===== config.mk =====
export PLATFORM = sky130hd
export DESIGN_NAME = pmc_top
export DESIGN_NICKNAME = d
export VERILOG_FILES = /design/src/rtl/pmc_pkg.sv /design/src/rtl/pmc_csr.sv /design/src/rtl/pmc_tags.sv /design/src/rtl/pmc_ram.sv /design/src/rtl/pmc_ctrl.sv /design/src/rtl/pmc_top.sv
export SDC_FILE = /design/constraint.sdc
export NUM_CORES = 2
export LEC_CHECK = 0
export ABC_AREA = 0
export BUFFER_PORTS_ARGS = -buffer_cell sky130_fd_sc_hd__buf_2
export CAP_MARGIN = 20
export CORE_ASPECT_RATIO = 1.2
export CORE_UTILIZATION = 36
export CTS_BUF_LIST = sky130_fd_sc_hd__clkbuf_4
export DETAILED_ROUTE_END_ITERATION = 7
export SYNTH_ARGS = -nofsm -noshare
export SYNTH_HDL_FRONTEND = slang
export SYNTH_SLANG_ARGS = --single-unit

===== constraint.sdc =====
create_clock -name clk_i -period 4.7 [get_ports clk_i]
set_clock_uncertainty 0.15 [all_clocks]
set_input_delay 0.705 -clock clk_i [delete_from_list [all_inputs] [get_ports clk_i]]
set_output_delay 0.705 -clock clk_i [all_outputs]
set_load 0.01 [all_outputs]

===== src/rtl/pmc_pkg.sv =====
package pmc_pkg;
  localparam int unsigned MODE_LSB = 5;
  localparam int unsigned MODE_W   = 3;
  localparam logic [MODE_W-1:0] MODE_MAPPED = 3'b000;
  localparam logic [MODE_W-1:0] MODE_CACHE  = 3'b010;

  typedef enum logic [1:0] {
    ST_IDLE,
    ST_FILL,
    ST_EXT,
    ST_SWEEP
  } pmc_state_e;
endpackage


===== src/rtl/pmc_csr.sv =====
module pmc_csr
  import pmc_pkg::*;
#(
  parameter int unsigned REG_W = 32,
  parameter int unsigned WR_W  = 16
) (
  input  logic             clk_i,
  input  logic             rst_ni,
  input  logic             we_i,
  input  logic [REG_W-1:0] wdata_i,
  output logic [REG_W-1:0] rdata_o,
  output logic             cache_en_o,
  output logic             sweep_o
);
  logic [WR_W-1:0]   csr_q;
  logic [MODE_W-1:0] mode_cur, mode_new;

  assign mode_cur   = csr_q[MODE_LSB +: MODE_W];
  assign mode_new   = wdata_i[MODE_LSB +: MODE_W];
  assign cache_en_o = (mode_cur == MODE_CACHE);
  // entry into cache mode from mapped or reserved triggers invalidation
  assign sweep_o    = we_i && (mode_new == MODE_CACHE) && !cache_en_o;
  assign rdata_o    = {{(REG_W-WR_W){1'b0}}, csr_q};

  always_ff @(posedge clk_i or negedge rst_ni) begin
    if (!rst_ni) csr_q <= '0;
    else if (we_i) csr_q <= wdata_i[WR_W-1:0];
  end

  p_wr_low_r2: assert property (@(posedge clk_i) disable iff (!rst_ni)
    we_i |=> rdata_o[WR_W-1:0] == $past(wdata_i[WR_W-1:0]));

  p_upper_ignored_r2: assert property (@(posedge clk_i) disable iff (!rst_ni)
    (we_i && $past(1'b1) && (wdata_i[REG_W-1:WR_W] != '0)) |=>
      rdata_o[REG_W-1:WR_W] != $past(wdata_i[REG_W-1:WR_W]));

  p_sweep_enters_cache_r7: assert property (@(posedge clk_i) disable iff (!rst_ni)
    sweep_o |=> cache_en_o);
endmodule


===== src/rtl/pmc_tags.sv =====
module pmc_tags #(
  parameter int unsigned IDX_W = 4,
  parameter int unsigned TAG_W = 10
) (
  input  logic             clk_i,
  input  logic             rst_ni,
  input  logic [IDX_W-1:0] lk_idx_i,
  input  logic [TAG_W-1:0] lk_tag_i,
  output logic             hit_o,
  input  logic             set_i,
  input  logic [IDX_W-1:0] set_idx_i,
  input  logic [TAG_W-1:0] set_tag_i,
  input  logic             clr_i,
  input  logic [IDX_W-1:0] clr_idx_i
);
  localparam int unsigned LINES = 1 << IDX_W;

  logic [TAG_W-1:0] tag_q [LINES];
  logic [LINES-1:0] valid_q;

  for (genvar g = 0; g < LINES; g++) begin : g_line
    always_ff @(posedge clk_i or negedge rst_ni) begin
      if (!rst_ni) valid_q[g] <= 1'b0;
      else if (clr_i && clr_idx_i == IDX_W'(g)) valid_q[g] <= 1'b0;
      else if (set_i && set_idx_i == IDX_W'(g)) valid_q[g] <= 1'b1;
    end
  end

  always_ff @(posedge clk_i) begin
    if (set_i) tag_q[set_idx_i] <= set_tag_i;
  end

  assign hit_o = valid_q[lk_idx_i] && (tag_q[lk_idx_i] == lk_tag_i);

  p_clr_line_r7: assert property (@(posedge clk_i) disable iff (!rst_ni)
    clr_i |=> !valid_q[$past(clr_idx_i)]);

  p_set_line_r5: assert property (@(posedge clk_i) disable iff (!rst_ni)
    (set_i && !clr_i) |=> valid_q[$past(set_idx_i)]);
endmodule


===== src/rtl/pmc_ram.sv =====
module pmc_ram #(
  parameter int unsigned AW = 6,
  parameter int unsigned DW = 32
) (
  input  logic          clk_i,
  input  logic          rst_ni,
  input  logic          we_i,
  input  logic [AW-1:0] waddr_i,
  input  logic [DW-1:0] wdata_i,
  input  logic          re_i,
  input  logic [AW-1:0] raddr_i,
  output logic [DW-1:0] rdata_o
);
  localparam int unsigned WORDS = 1 << AW;

  logic [DW-1:0] mem_q [WORDS];

  always_ff @(posedge clk_i) begin
    if (we_i) mem_q[waddr_i] <= wdata_i;
  end

  always_ff @(posedge clk_i or negedge rst_ni) begin
    if (!rst_ni) rdata_o <= '0;
    else if (re_i) rdata_o <= mem_q[raddr_i];
  end
endmodule


===== src/rtl/pmc_ctrl.sv =====
module pmc_ctrl
  import pmc_pkg::*;
#(
  parameter int unsigned ADDR_W = 16,
  parameter int unsigned DATA_W = 32,
  parameter int unsigned IDX_W  = 4,
  parameter int unsigned OFF_W  = 2
) (
  input  logic                   clk_i,
  input  logic                   rst_ni,
  input  logic                   cache_en_i,
  input  logic                   sweep_i,
  input  logic                   fetch_go_i,
  input  logic [ADDR_W-1:0]      fetch_addr_i,
  input  logic                   hit_i,
  input  logic                   ext_valid_i,
  input  logic [DATA_W-1:0]      ext_data_i,
  output logic                   stall_o,
  output logic                   ext_req_o,
  output logic [ADDR_W-1:0]      ext_addr_o,
  output logic                   ram_we_o,
  output logic [IDX_W+OFF_W-1:0] ram_waddr_o,
  output logic                   ram_re_o,
  output logic                   set_o,
  output logic [IDX_W-1:0]       set_idx_o,
  output logic [ADDR_W-IDX_W-OFF_W-1:0] set_tag_o,
  output logic                   clr_o,
  output logic [IDX_W-1:0]       clr_idx_o,
  output logic                   rsp_valid_o,
  output logic                   rsp_ram_o,
  output logic [DATA_W-1:0]      hold_data_o
);
  localparam int unsigned RAM_AW = IDX_W + OFF_W;
  localparam logic [IDX_W-1:0] LINE_LAST = IDX_W'((1 << IDX_W) - 1);
  localparam logic [OFF_W-1:0] WORD_LAST = OFF_W'((1 << OFF_W) - 1);

  pmc_state_e        state_q;
  logic [ADDR_W-1:0] addr_q;
  logic [IDX_W-1:0]  line_cnt_q;
  logic [OFF_W-1:0]  word_cnt_q;
  logic              idle, accept, is_int, local_hit;

  assign idle      = (state_q == ST_IDLE);
  assign stall_o   = !idle;
  assign accept    = idle && fetch_go_i && !sweep_i;
  assign is_int    = (fetch_addr_i[ADDR_W-1:RAM_AW] == '0);
  // reserved modes fall through to mapped behaviour
  assign local_hit = cache_en_i ? hit_i : is_int;
  assign ram_re_o  = accept && local_hit;

  assign ext_req_o   = (state_q == ST_FILL) || (state_q == ST_EXT);
  assign ext_addr_o  = (state_q == ST_FILL) ? {addr_q[ADDR_W-1:OFF_W], word_cnt_q} : addr_q;
  assign ram_we_o    = (state_q == ST_FILL) && ext_valid_i;
  assign ram_waddr_o = {addr_q[RAM_AW-1:OFF_W], word_cnt_q};
  assign set_o       = ram_we_o && (word_cnt_q == WORD_LAST);
  assign set_idx_o   = addr_q[RAM_AW-1:OFF_W];
  assign set_tag_o   = addr_q[ADDR_W-1:RAM_AW];
  assign clr_o       = (state_q == ST_SWEEP);
  assign clr_idx_o   = line_cnt_q;

  always_ff @(posedge clk_i or negedge rst_ni) begin
    if (!rst_ni) begin
      state_q     <= ST_IDLE;
      addr_q      <= '0;
      line_cnt_q  <= '0;
      word_cnt_q  <= '0;
      rsp_valid_o <= 1'b0;
      rsp_ram_o   <= 1'b0;
      hold_data_o <= '0;
    end else begin
      rsp_valid_o <= 1'b0;
      unique case (state_q)
        ST_IDLE: begin
          if (sweep_i) begin
            state_q    <= ST_SWEEP;
            line_cnt_q <= '0;
          end else if (accept) begin
            addr_q <= fetch_addr_i;
            if (local_hit) begin
              rsp_valid_o <= 1'b1;
              rsp_ram_o   <= 1'b1;
            end else if (cache_en_i) begin
              state_q    <= ST_FILL;
              word_cnt_q <= '0;
            end else begin
              state_q <= ST_EXT;
            end
          end
        end
        ST_FILL: begin
          if (ext_valid_i) begin
            if (word_cnt_q == addr_q[OFF_W-1:0]) hold_data_o <= ext_data_i;
            word_cnt_q <= word_cnt_q + 1'b1;
            if (word_cnt_q == WORD_LAST) begin
              state_q     <= ST_IDLE;
              rsp_valid_o <= 1'b1;
              rsp_ram_o   <= 1'b0;
            end
          end
        end
        ST_EXT: begin
          if (ext_valid_i) begin
            hold_data_o <= ext_data_i;
            state_q     <= ST_IDLE;
            rsp_valid_o <= 1'b1;
            rsp_ram_o   <= 1'b0;
          end
        end
        ST_SWEEP: begin
          line_cnt_q <= line_cnt_q + 1'b1;
          if (line_cnt_q == LINE_LAST) state_q <= ST_IDLE;
        end
        default: state_q <= ST_IDLE;
      endcase
    end
  end

  p_sweep_start_r7: assert property (@(posedge clk_i) disable iff (!rst_ni)
    (sweep_i && idle) |=> (state_q == ST_SWEEP) && (line_cnt_q == '0));

  p_sweep_hold_r7: assert property (@(posedge clk_i) disable iff (!rst_ni)
    (clr_o && line_cnt_q != LINE_LAST) |=> clr_o && stall_o);

  p_sweep_end_r7: assert property (@(posedge clk_i) disable iff (!rst_ni)
    (clr_o && line_cnt_q == LINE_LAST) |=> !stall_o);

  p_no_ext_in_sweep_r7: assert property (@(posedge clk_i) disable iff (!rst_ni)
    clr_o |-> !ext_req_o);

  p_hit_fast_r6: assert property (@(posedge clk_i) disable iff (!rst_ni)
    (accept && cache_en_i && hit_i) |=> rsp_valid_o && rsp_ram_o && !stall_o);

  p_local_no_ext_r3: assert property (@(posedge clk_i) disable iff (!rst_ni)
    ram_re_o |=> !ext_req_o);

  p_fill_done_r5: assert property (@(posedge clk_i) disable iff (!rst_ni)
    set_o |=> rsp_valid_o && !stall_o);

  p_ext_single_r4: assert property (@(posedge clk_i) disable iff (!rst_ni)
    ((state_q == ST_EXT) && ext_valid_i) |=> !ext_req_o && rsp_valid_o);
endmodule


===== src/rtl/pmc_top.sv =====
module pmc_top #(
  parameter int unsigned ADDR_W     = 16,
  parameter int unsigned DATA_W     = 32,
  parameter int unsigned LINE_WORDS = 4,
  parameter int unsigned NUM_LINES  = 16,
  parameter int unsigned REG_W      = 32,
  parameter int unsigned WR_W       = 16
) (
  input  logic              clk_i,
  input  logic              rst_ni,
  input  logic              fetch_req_i,
  input  logic [ADDR_W-1:0] fetch_addr_i,
  output logic              fetch_valid_o,
  output logic [DATA_W-1:0] fetch_data_o,
  output logic              stall_o,
  output logic              ext_req_o,
  output logic [ADDR_W-1:0] ext_addr_o,
  input  logic              ext_valid_i,
  input  logic [DATA_W-1:0] ext_data_i,
  input  logic              reg_we_i,
  input  logic [REG_W-1:0]  reg_wdata_i,
  output logic [REG_W-1:0]  reg_rdata_o
);
  localparam int unsigned OFF_W  = $clog2(LINE_WORDS);
  localparam int unsigned IDX_W  = $clog2(NUM_LINES);
  localparam int unsigned RAM_AW = OFF_W + IDX_W;
  localparam int unsigned TAG_W  = ADDR_W - RAM_AW;

  logic              cache_en, sweep, hit, csr_we;
  logic              ram_we, ram_re, set, clr, rsp_ram;
  logic [RAM_AW-1:0] ram_waddr;
  logic [IDX_W-1:0]  set_idx, clr_idx;
  logic [TAG_W-1:0]  set_tag;
  logic [DATA_W-1:0] ram_rdata, hold_data;

  assign csr_we = reg_we_i && !stall_o;

  pmc_csr #(.REG_W(REG_W), .WR_W(WR_W)) u_csr (
    .clk_i, .rst_ni,
    .we_i       (csr_we),
    .wdata_i    (reg_wdata_i),
    .rdata_o    (reg_rdata_o),
    .cache_en_o (cache_en),
    .sweep_o    (sweep)
  );

  pmc_tags #(.IDX_W(IDX_W), .TAG_W(TAG_W)) u_tags (
    .clk_i, .rst_ni,
    .lk_idx_i  (fetch_addr_i[RAM_AW-1:OFF_W]),
    .lk_tag_i  (fetch_addr_i[ADDR_W-1:RAM_AW]),
    .hit_o     (hit),
    .set_i     (set),
    .set_idx_i (set_idx),
    .set_tag_i (set_tag),
    .clr_i     (clr),
    .clr_idx_i (clr_idx)
  );

  pmc_ram #(.AW(RAM_AW), .DW(DATA_W)) u_ram (
    .clk_i, .rst_ni,
    .we_i    (ram_we),
    .waddr_i (ram_waddr),
    .wdata_i (ext_data_i),
    .re_i    (ram_re),
    .raddr_i (fetch_addr_i[RAM_AW-1:0]),
    .rdata_o (ram_rdata)
  );

  pmc_ctrl #(.ADDR_W(ADDR_W), .DATA_W(DATA_W), .IDX_W(IDX_W), .OFF_W(OFF_W)) u_ctrl (
    .clk_i, .rst_ni,
    .cache_en_i   (cache_en),
    .sweep_i      (sweep),
    .fetch_go_i   (fetch_req_i && !reg_we_i),
    .fetch_addr_i (fetch_addr_i),
    .hit_i        (hit),
    .ext_valid_i  (ext_valid_i),
    .ext_data_i   (ext_data_i),
    .stall_o      (stall_o),
    .ext_req_o    (ext_req_o),
    .ext_addr_o   (ext_addr_o),
    .ram_we_o     (ram_we),
    .ram_waddr_o  (ram_waddr),
    .ram_re_o     (ram_re),
    .set_o        (set),
    .set_idx_o    (set_idx),
    .set_tag_o    (set_tag),
    .clr_o        (clr),
    .clr_idx_o    (clr_idx),
    .rsp_valid_o  (fetch_valid_o),
    .rsp_ram_o    (rsp_ram),
    .hold_data_o  (hold_data)
  );

  assign fetch_data_o = rsp_ram ? ram_rdata : hold_data;

  p_rst_idle_r1: assert property (@(posedge clk_i) disable iff (!rst_ni)
    $rose(rst_ni) |-> !stall_o && !fetch_valid_o);
endmodule


==> metrics.txt <==
cells after synthesis 3769; first-pass GRT wire length between 300 and 400 mm; share of cells above drive strength 1 42.9%; initial antenna violation count 19; CTS buffer count just under 600; Initial Utilization between 30% and 40%; DRC Markers 0; H-tree depth 6; Fmax between 200 and 250 MHz; Area Growth Syn to Fin 17.0%; worst hold slack 0.0941 ns; setup tns final 0 ns; Critical Path Sink Type output port; Core ar. approximately 250000 um2; CTS Sinks ~2.3k; Core Util, Final a little over two fifths; Routed WL around 240 mm; Yosys reg bits about 2.3k; Seq/Total Area, Yosys between 70% and 80%; Sequential cell area around 70000 um2; Buf+Inv Stages, Crit Path 2; Post-Layout Inst Area roughly 110000 um2; Syn Area/Cell 23.9 um2; number of placement rows 200; max_cap viols 0; RD Place Congestion roughly 0.80; Post-DP HPWL about 140 mm; Worst Path Required 3.85 ns; Startpoint Class register; Via Count around 45k; Placed Instance Area 96700 um2; # port buffers between 100 and 150; Post-CTS Setup Inserts 0; Final nets approximately 4.7k; Multi-input gate area 20200 um2; drt wl/cell about 29 um; first drt pass iteration count 7; Post-synth EDFFs approximately 2.2k; ANT nets after route 0; CTS resizes 0; Register-to-Register Path Depth 6; Critical Path AT between 3 and 4 ns; Vias/cell about 5.3; CTS tree done; global-route usage over all layers just under 20%; CTS clk-pin slew, worst paths ~0.07 ns; power per standard cell area about 420 nW/um2; Main synth FF type edfxtp_1; Max VDD drop around 0.32 mV; CTS Hold Bufs just over 100; RSZ-0062 raised after global routing false; fillers approximately 21k; Unique masters post-synth 65; Slowest-stage cell, CP dfrtp_2; Final Setup Violations 0; cells along the critical path buf_4, mux2_2, buf_2; endpoints failing hold 0; Die X roughly 460 um; crit path time final roughly 4.2 ns; worst stage delay on the critical path 1.05 ns; instance count on the critical path 3; Die ar. around 250000 um2; number of global-route vias before repair about 47k; largest net degree at the start of global routing 84; status complete, no violations; Root Driver clkbuf_4; Setup CP Type register to output port; grt ovf 0; Slew @ Worst Pin between 1 and 1.5 ns; Initial DRC Count about 4.4k; relative max-transition margin approximately a quarter; Top Family by Delay on Critical Path flip-flops; hold depth 2; Hold Crit Class input pin to register; warnings from Yosys 0; Final Cycle Share approximately nine tenths; Lkg Pwr about 0.034 uW; Skew-Pair Late Insertion Delay 1.37 ns; Die H approximately 550 um; async set-reset flop share out of synthesis under 10%; Cell Area, Synth approximately 90000 um2; Max Slew Vio Count 0; num ports ~170; Crit Path Max Fanout 28; clk buf depth 4
cells in the mapped netlist (16+ instances only):
| cell | number | share of area, % |
|---|---|---|
| edfxtp_1 | 2208 | 74 |
| mux2i_1 | 48 | 0.53 |
| buf_1 | 52 | 0.22 |
| nor2_1 | 94 | 0.39 |
| nand2_1 | 39 | 0.16 |
| mux4_2 | 692 | 17 |
| mux2_2 | 134 | 1.7 |
| buf_4 | 35 | 0.29 |
| clkbuf_1 | 114 | 0.48 |
| nand3_1 | 19 | 0.11 |
| dfrtp_1 | 122 | 3.4 |
| buf_2 | 16 | 0.089 |
per-stage QoR:
step           power (uW)  instances  setup slack [ns]
6_report            44300       8351             0.514
5_1_grt             46000       8343             0.373
3_3_place_gp        28000       7229             0.632
4_1_cts             44800       8316             0.351
2_1_floorplan       26300       3784             0.548
3_5_place_dp        28100       7231             0.633
path summary, 6_finish.rpt:
kind / startpoint / endpoint / slack [ns]
max in group asynchronous: rst_ni / u_tags.valid_q[4] / 3.44
min: ext_data_i[8] / u_ram.mem_q[35][8] / 0.09
max reg2reg: u_ctrl.state_q[1] / u_ram.mem_q[61][27] / 1.07
max: u_ctrl.rsp_ram_o / fetch_data_o[6] / 0.51
min in group asynchronous: rst_ni / u_ctrl.addr_q[6] / 0.41
min reg2reg: u_csr.csr_q[14] / u_csr.csr_q[14] / 0.35
state kept, by name, summed over array words and instances (netlist names):
name,cells
u_ctrl.state_q,2
u_ctrl.hold_data_o,32
u_csr.csr_q,16
u_tags.valid_q,16
u_ctrl.rsp_valid_o,1
u_ctrl.clr_idx_o,4
u_ctrl.addr_q,16
u_ram.rdata_o,32
u_ctrl.word_cnt_q,2
u_ram.mem_q,2048
u_tags.tag_q,160
u_ctrl.rsp_ram_o,1
cell usage in the layout (no fill, tap or decap), types with 26 or more instances in the layout:
master         count
buf_12            78
edfxtp_1        2208
buf_4            143
dfrtp_1          121
mux2_2           134
nor2_4            62
clkinv_1         107
nor2_1            26
clkbuf_4         844
mux2i_1           48
dlygate4sd3_1    100
nand2_1           39
mux4_2           692
buf_2            128
report_power, final:
| group | switching (uW) | internal (uW) |
|---|---|---|
| clock network | 7840 | 8700 |
| logic | 2160 | 1650 |
| registers | 635 | 23300 |
| total | 10600 | 33700 |
routing by layer:
metal	vias up	GRT usage, %	wire, um
li1	18200	-	-
met3	375	3.42	15900
met1	24100	24.0	93500
met4	4	7.17	7510
met5	-	0	20
met2	1923	33.3	126000
worst reg2reg max path, cell delays in order, from the launching register on:
cell and delay (ns):
dfrtp_1 0.44, inv_1 0.10, ha_1 0.35, and3_1 0.39, nand2_1 0.53, nor2_4 0.91
buf_4 0.38
final cells by class:
type	count	share of cell area (%)
flip-flops and latches	2330	65.9
multi-input cells	1221	19.1
clock buffers	844	6.02
repair buffers	456	4.18
well taps	3333	3.96
clock inverters	140	0.745
diodes	17	0.0404
inverters	10	0.0357
kinds of logic after synthesis:
logic type | count (synthesis) | share of synthesized area (%)
AND/OR/NAND/NOR | 215 | 1.12
other | 1 | 0.00417
multiplexers | 879 | 19.6
buffers and inverters | 233 | 1.19
flip-flops | 2330 | 77.1
adder cells (fa/ha/maj) | 9 | 0.125
XOR/XNOR | 17 | 0.165
AO/OA/AOI/OAI | 85 | 0.726
Note: power is estimated with default switching activity, not from simulation.
